[src/rtl/tx_arb_pkg.sv]
package tx_arb_pkg;
    typedef enum logic {
        ARB_FIXED = 1'b0,
        ARB_ROUND = 1'b1
    } arb_mode_e;
endpackage

[src/rtl/tx_arb_fixed_pick.sv]
// Highest-numbered requesting queue wins.
module tx_arb_fixed_pick #(
    parameter int NUM_CH = 8,
    localparam int CW = $clog2(NUM_CH)
) (
    input  logic [NUM_CH-1:0] req_i,
    output logic              hit_o,
    output logic [CW-1:0]     idx_o
);
    always_comb begin
        hit_o = 1'b0;
        idx_o = '0;
        for (int i = 0; i < NUM_CH; i++) begin
            if (req_i[i]) begin
                hit_o = 1'b1;
                idx_o = CW'(i);
            end
        end
    end
endmodule

[src/rtl/tx_arb_rotate_pick.sv]
// First requesting queue after the last one served, wrapping around.
module tx_arb_rotate_pick #(
    parameter int NUM_CH = 8,
    localparam int CW = $clog2(NUM_CH)
) (
    input  logic [NUM_CH-1:0] req_i,
    input  logic [CW-1:0]     last_i,
    output logic              hit_o,
    output logic [CW-1:0]     idx_o
);
    always_comb begin
        hit_o = 1'b0;
        idx_o = '0;
        for (int k = 1; k <= NUM_CH; k++) begin
            int j;
            j = int'(last_i) + k;
            if (j >= NUM_CH) j = j - NUM_CH;
            if (!hit_o && req_i[j]) begin
                hit_o = 1'b1;
                idx_o = CW'(j);
            end
        end
    end
endmodule

[src/rtl/tx_queue_arbiter.sv]
module tx_queue_arbiter #(
    parameter int NUM_CH = 8,
    localparam int CW = $clog2(NUM_CH)
) (
    input  logic              clk,
    input  logic              rst_n,
    input  logic              mode_rr_i,
    input  logic [NUM_CH-1:0] req_i,
    input  logic [NUM_CH-1:0] eop_i,
    input  logic              accept_i,
    output logic [NUM_CH-1:0] grant_o,
    output logic [CW-1:0]     grant_ch_o,
    output logic              grant_valid_o
);
    import tx_arb_pkg::*;

    typedef struct packed {
        logic          active;
        logic [CW-1:0] ch;
        logic [CW-1:0] last;
    } arb_state_t;

    arb_state_t st_d, st_q;
    arb_mode_e  mode;
    logic       fx_hit_d, rr_hit_d;
    logic [CW-1:0] fx_idx_d, rr_idx_d, pick_d;
    logic       any_req_d;

    assign mode = arb_mode_e'(mode_rr_i);

    tx_arb_fixed_pick #(.NUM_CH(NUM_CH)) u_fixed (
        .req_i (req_i),
        .hit_o (fx_hit_d),
        .idx_o (fx_idx_d)
    );

    tx_arb_rotate_pick #(.NUM_CH(NUM_CH)) u_rotate (
        .req_i  (req_i),
        .last_i (st_q.last),
        .hit_o  (rr_hit_d),
        .idx_o  (rr_idx_d)
    );

    always_comb begin
        st_d      = st_q;
        any_req_d = (mode == ARB_ROUND) ? rr_hit_d : fx_hit_d;
        pick_d    = (mode == ARB_ROUND) ? rr_idx_d : fx_idx_d;
        if (st_q.active) begin
            // Owner keeps the path until its last fragment is taken.
            if (accept_i && eop_i[st_q.ch]) begin
                st_d.active = 1'b0;
                st_d.ch     = '0;
            end
        end else if (any_req_d) begin
            st_d.active = 1'b1;
            st_d.ch     = pick_d;
            st_d.last   = pick_d;
        end
    end

    always_ff @(posedge clk or negedge rst_n) begin
        if (!rst_n) begin
            st_q.active <= 1'b0;
            st_q.ch     <= '0;
            st_q.last   <= CW'(NUM_CH - 1);
        end else begin
            st_q <= st_d;
        end
    end

    always_comb begin
        grant_o = '0;
        if (st_q.active) grant_o[st_q.ch] = 1'b1;
    end
    assign grant_ch_o    = st_q.ch;
    assign grant_valid_o = st_q.active;

    AST_GRANT_ONEHOT: assert property (@(posedge clk) disable iff (!rst_n)
        $onehot0(grant_o)) else $error("grant not one-hot");
    AST_CH_MATCH: assert property (@(posedge clk) disable iff (!rst_n)
        grant_valid_o |-> grant_o[grant_ch_o]) else $error("channel mismatch");
    AST_IDLE_ZERO: assert property (@(posedge clk) disable iff (!rst_n)
        !grant_valid_o |-> (grant_o == '0)) else $error("idle grant nonzero");
    AST_GRANT_TO_REQ: assert property (@(posedge clk) disable iff (!rst_n)
        (!grant_valid_o && (req_i != '0)) |=> (grant_valid_o && ((grant_o & $past(req_i)) != '0)))
        else $error("grant missing or not to requester");
    AST_HOLD_PACKET: assert property (@(posedge clk) disable iff (!rst_n)
        (grant_valid_o && !(accept_i && eop_i[grant_ch_o])) |=> $stable(grant_o))
        else $error("grant moved mid-packet");
    AST_RELEASE_EOP: assert property (@(posedge clk) disable iff (!rst_n)
        (grant_valid_o && accept_i && eop_i[grant_ch_o]) |=> !grant_valid_o)
        else $error("grant not released");
endmodule

[config.mk]
export PLATFORM = sky130hd
export DESIGN_NAME = tx_queue_arbiter
export DESIGN_NICKNAME = d
export VERILOG_FILES = /design/src/rtl/tx_arb_pkg.sv /design/src/rtl/tx_arb_fixed_pick.sv /design/src/rtl/tx_arb_rotate_pick.sv /design/src/rtl/tx_queue_arbiter.sv
export SDC_FILE = /design/constraint.sdc
export NUM_CORES = 1
export LEC_CHECK = 0
export BUFFER_PORTS_ARGS = -buffer_cell sky130_fd_sc_hd__buf_2
export CAP_MARGIN = 20
export CORE_MARGIN = 8
export CORE_UTILIZATION = 45
export CTS_CLUSTER_DIAMETER = 50
export CTS_CLUSTER_SIZE = 28
export DETAILED_ROUTE_END_ITERATION = 8
export GPL_TIMING_DRIVEN = 0
export PLACE_DENSITY = 0.7
export SETUP_SLACK_MARGIN = 0.5
export SKIP_CTS_REPAIR_TIMING = 1
export SYNTH_ARGS = -nofsm -noshare
export SYNTH_HDL_FRONTEND = slang
export SYNTH_HIERARCHICAL = 1
export SYNTH_SLANG_ARGS = --single-unit
export TNS_END_PERCENT = 20
[constraint.sdc]
create_clock -name clk -period 6.71 [get_ports clk]
set_input_delay 1.342 -clock clk [delete_from_list [all_inputs] [get_ports clk]]
set_output_delay 1.342 -clock clk [all_outputs]
set_load 0.1 [all_outputs]
* Word level (Yosys, flattened, before mapping)
Cells that the tools add are included.
Widths: inputs -> output; s select.
** Operators by class
- Add/subtract/negate cells :: 16
- Equality and inequality tests :: 1
- Reductions and logical operators :: 19
- Mux-type cells :: 73
- Bitwise logic cells :: 1
- $lt $le $gt $ge :: 18
** Operator list (number)
- $ge 32x5->1 const B :: 8
- $lt 32x5->1 const B :: 8
- $mux 32 :: 8
- $sub 32x5->32 const B :: 8
- $mux 3 :: 13
- $mux 1 :: 36
- $bmux 1 s3 :: 9
- $add 3x3->4 const B :: 4
- $logic_and 1x1->1 :: 9
- $add 3x2->4 const B :: 2
- $mux 4 :: 2
- $mux 8 :: 1
- $logic_not 1->1 :: 7
- $mux 7 :: 1
- $add 3x4->5 const B :: 1
- $add 3x1->4 const B :: 1
- $lt 3x4->1 const B :: 1
- $mux 2 :: 2
- $reduce_and 2->1 :: 2
- $demux 1 s3 :: 1
- $ge 3x1->1 const B :: 1
- $ne 2x1->1 const B :: 1
- $reduce_bool 2->1 :: 1
- $not 1->1 :: 1
** Word-level totals
- Input port bits :: 20
- Output and inout port bits :: 12
- Register bits after elaboration :: 7

* Longest topological paths before layout
- Depth in word-level cells :: 31
- Gate-level depth with buffers :: 14
- Mapped depth without buffers :: 10

* Hierarchy
The synthesis kept the hierarchy.
** Modules (own cells, without submodules)
- tx_arb_rotate_pick :: area an instance 955.9 sq um, sequential area each 0.0 sq um, cells an instance 104, instances 1
- tx_queue_arbiter :: area an instance 510.5 sq um, sequential area each 178.9 sq um, cells an instance 54, instances 1
- tx_arb_fixed_pick :: area an instance 57.6 sq um, sequential area each 0.0 sq um, cells an instance 12, instances 1

* Worst setup path after synthesis
OpenSTA, ideal clock, no wires.
- Path type :: register -> output
- From :: reg st_q (netlist bit grant_valid_o)
- To :: out grant_o[1]
- Required time :: 5.368 ns
- Slack :: 1.982 ns
- Arrival :: 3.386 ns
- Stages on the path, launching flop included :: 4
- Cells stage by stage :: dfrtp_1 clkbuf_1 nand2_1 nor3_1
** Between the ends
- Longest elaborated chain between the ends :: 1
** RTL lines
- start: declaration :: RTL line tx_queue_arbiter.sv:23 : arb_state_t st_d, st_q;
- start signal: assignment :: RTL line tx_queue_arbiter.sv:67 : st_q <= st_d;
- $mux 8 :: RTL line tx_queue_arbiter.sv:73 : if (st_q.active) grant_o[st_q.ch] = 1'b1;
- end: declaration :: RTL line tx_queue_arbiter.sv:11 : output logic [NUM_CH-1:0] grant_o,
Every way passes these cells.

* Final worst setup path
- From :: reg st_q[1] (netlist name)
- To :: reg st_q (netlist bit grant_ch_o[2])
** Between the ends
- Longest elaborated chain between the ends :: 31
- Elaborated cells between the ends (all ways) :: 92
- Those cells by class :: add/sub: 16; order compare: 8; mux: 52; reduce/logical: 16
** RTL lines
- $add 3x1->4 :: RTL line tx_arb_rotate_pick.sv:16 : j = int'(last_i) + k;
- $sub 32x5->32 / $ge 32x5->1 (equally long branches) :: RTL line tx_arb_rotate_pick.sv:17 : if (j >= NUM_CH) j = j - NUM_CH;
- $mux 32 :: RTL line tx_arb_rotate_pick.sv:17
- $bmux 1 s3 :: RTL line tx_arb_rotate_pick.sv:18 : if (!hit_o && req_i[j]) begin
- $mux 1 (implied by the code) (2 in a row) :: RTL line tx_arb_rotate_pick.sv:18
- $mux 1 :: RTL line tx_arb_rotate_pick.sv:18
- $logic_not 1->1 :: RTL line tx_arb_rotate_pick.sv:18
- $logic_and 1x1->1 :: RTL line tx_arb_rotate_pick.sv:18
- (+15 left out)
- $mux 1 :: RTL line tx_arb_rotate_pick.sv:18
- $logic_not 1->1 :: RTL line tx_arb_rotate_pick.sv:18
- $logic_and 1x1->1 :: RTL line tx_arb_rotate_pick.sv:18
- $mux 3 (*) :: RTL line tx_arb_rotate_pick.sv:18
- net rr_idx_d[2] :: RTL line tx_queue_arbiter.sv:26 : logic [CW-1:0] fx_idx_d, rr_idx_d, pick_d;
- $mux 3 (*) :: RTL line tx_queue_arbiter.sv:47 : pick_d = (mode == ARB_ROUND) ? rr_idx_d : fx_idx_d;
- $mux 7 (*) :: RTL line tx_queue_arbiter.sv:54 : end else if (any_req_d) begin
- $mux 4 (*) :: RTL line tx_queue_arbiter.sv:48 : if (st_q.active) begin
Mark *: on every way through the listed nets, which the timed path passes. The rest lies on a longest branch. The select of a mux whose other input is x is not followed.
A chain may end at the register's enable or synchronous reset.

==> metrics.cfg <==
[outcome]
status=finished clean

[cts]
htree_levels=1
path_clk_slew_ns=0.06
clock-sinks=7
cts_tree=yes
root_buffer=clkbuf_4
clock_latency_ns=0.26
cts_made_buffers=3
cts.path.max_buffers=2

[final_layout]
drive_above_1_share_pct=35.8
diodes=0
design_area_um2=1760
area_growth_pct=15.4
nets=227
final_util_pct=53.5

[logic_synthesis]
syn_area_um2=1520
synth-main-ff-cell=dfrtp_1
syn_avg_cell_area_um2=8.96
synth_area_leaders=mux4_2, dfrtp_1, mux2i_1, dfstp_2, nor2_1
synth_edf_count=0
synth_top_cell_by_area=mux4_2
syn-num-nets=192
synth_top_area_share_pct=22.2
yosys_warnings=6
ys_ff_latch=7
ys_types=48
synth.yosys.seq_area_share_pct=11.7
synthCells=170
async_flop_share_pct=100

[setup_path]
reg2reg_to=grant_ch_o[2]
critPathArrivalTime_ns=4.50
reg2regPathDepth=13
crit_start=st_q[1]
critical_path_class=reg -> reg
required_ns=6.82
worst_setup_path_end_kind=flip-flop
r2r_slack_ns=2.32
start_kind=flip-flop
rr_startpoint=st_q[1]
crit_path_max_fanout=10

[grt]
antenna_found_initial=0
overflow=0
grt_max_degree=11
grt_first_pass_wirelength_um=7310
grt_pass1_vias=1635
track_usage_pct=16.6

[timing]
fin_skew_ns=0.0105
finalSetupTns_ns=0
final_hold_viol_count=0
max_slew_margin_pct=50.1
worst_pin_slew_ns=0.730
finalSetupViolations=0
hold_ws_ns=0.528
finalCriticalPeriod_ns=4.39
slew_viol_final=0
clock.fmax_mhz=228
timing.final.crit_share_pct=65.4
rsz0062_at_grt=false

[place]
io_buffers=30
placed_area_um2=1730
gp_congestion=0.963
dp_hpwl_um=3310

[hold_path]
hold_depth=2
min_path_type=reg -> reg
worstHoldStart=st_q[2]
holdPathEnd=st_q[2]

[floorplan]
fp.dieH_um=74.2
initial_core_util_pct=46.4
io_pins=32
core_area_um2=3280
die_width_um=74.2
dieArea_um2=5500
num_rows=21

[detailed_routing]
drt-pass1-iter-count=4
drt_iter0_drc=127
vias_per_cell=6.12
ant_nets=0
detail_route.wl_per_cell_um=16.4
drt_wl_total_um=4100
drc=0
num_vias=1531

[flow_run]
cap_viol_max_count=0

==> kinds of logic (layout without fill, tap and decap cells) <==
kind of cell	after synthesis	in the layout	share of synthesized area [%]
fa+ha+maj	2	2	1.64
flops	7	7	11.7
compound gates	40	40	19.0
simple gates	59	59	19.9
buf+inv	23	57	8.37
mux	36	36	37.7
xor+xnor	3	3	1.72
==> synthesized netlist by cell type (all sizes together) (5+ instances only) <==
library cell and count:
mux2i 9, nand2 15, o21ai 5, nor2b 5
a21oi 9, inv 8, nand2b 6, mux2 12
nor2 16, buf 10, mux4 15
==> how the worst max path moves through the flow <==
stage	slack [ns]	end	depth (start not counted)
floorplan	1.98	grant_o[1]	3
global placement	2.39	grant_ch_o[2]	13
detailed placement	2.32	grant_ch_o[2]	13
CTS	2.32	grant_ch_o[2]	13
global route	1.98	grant_ch_o[2]	13
finish	2.32	grant_ch_o[2]	13
==> per-layer routing <==
layer	track usage, %	routed length (um)	up-vias
met5	0	0	-
met4	6.65	97	0
met3	4.04	289	14
met2	28.4	2060	71
met1	19.2	1650	720
li1	-	-	726
==> sequential cells by signal (all words and copies together) (netlist names) <==
| name | flops |
|---|---|
| st_q | 3 |
| grant_valid_o | 1 |
| grant_ch_o | 3 |
==> worst max-delay path, cell delays in order (launching register included) <==
cell       delay (ns)
dfstp_2          0.54
buf_2            0.24
clkbuf_1         0.39
inv_1            0.18
ha_1             0.33
buf_6            0.12
mux2_1           0.34
mux4_2           0.54
and4bb_2         0.37
nand4_1          0.10
a32oi_1          0.22
a41oi_1          0.07
a2111oi_0        0.68
a311oi_1         0.12
==> cells in the final DEF (no fill, tap or decap), drive strengths merged, types with 4 or more instances in the layout <==
cell type,synthesis,routed
dfrtp,4,4
nor2,16,16
a21oi,9,9
nor2b,5,5
mux2,12,12
nand2,15,15
inv,8,8
clkbuf,4,8
mux4,15,15
nor3,4,4
o21ai,5,5
nand2b,6,6
mux2i,9,9
buf,10,40
==> layout make-up <==
class                   instances  area, um^2
repair buffers                 30         150
clock buffers                   4        26.3
fillers                       304        1530
inverters                       9        33.8
plain buffers                  14        93.8
flip-flops and latches          7         179
multi-input cells             140        1220
well taps                      46        57.6
==> stage by stage <==
step,std cells,setup WS (ns)
floorplan,170,1.98
global placement,246,2.39
detailed placement,246,2.32
CTS,250,2.32
global route,250,1.98
finish,250,2.32
Power is left out: the tool's default activity adds up to more than one toggle a clock period on the data nets, which glitch-free logic cannot reach.
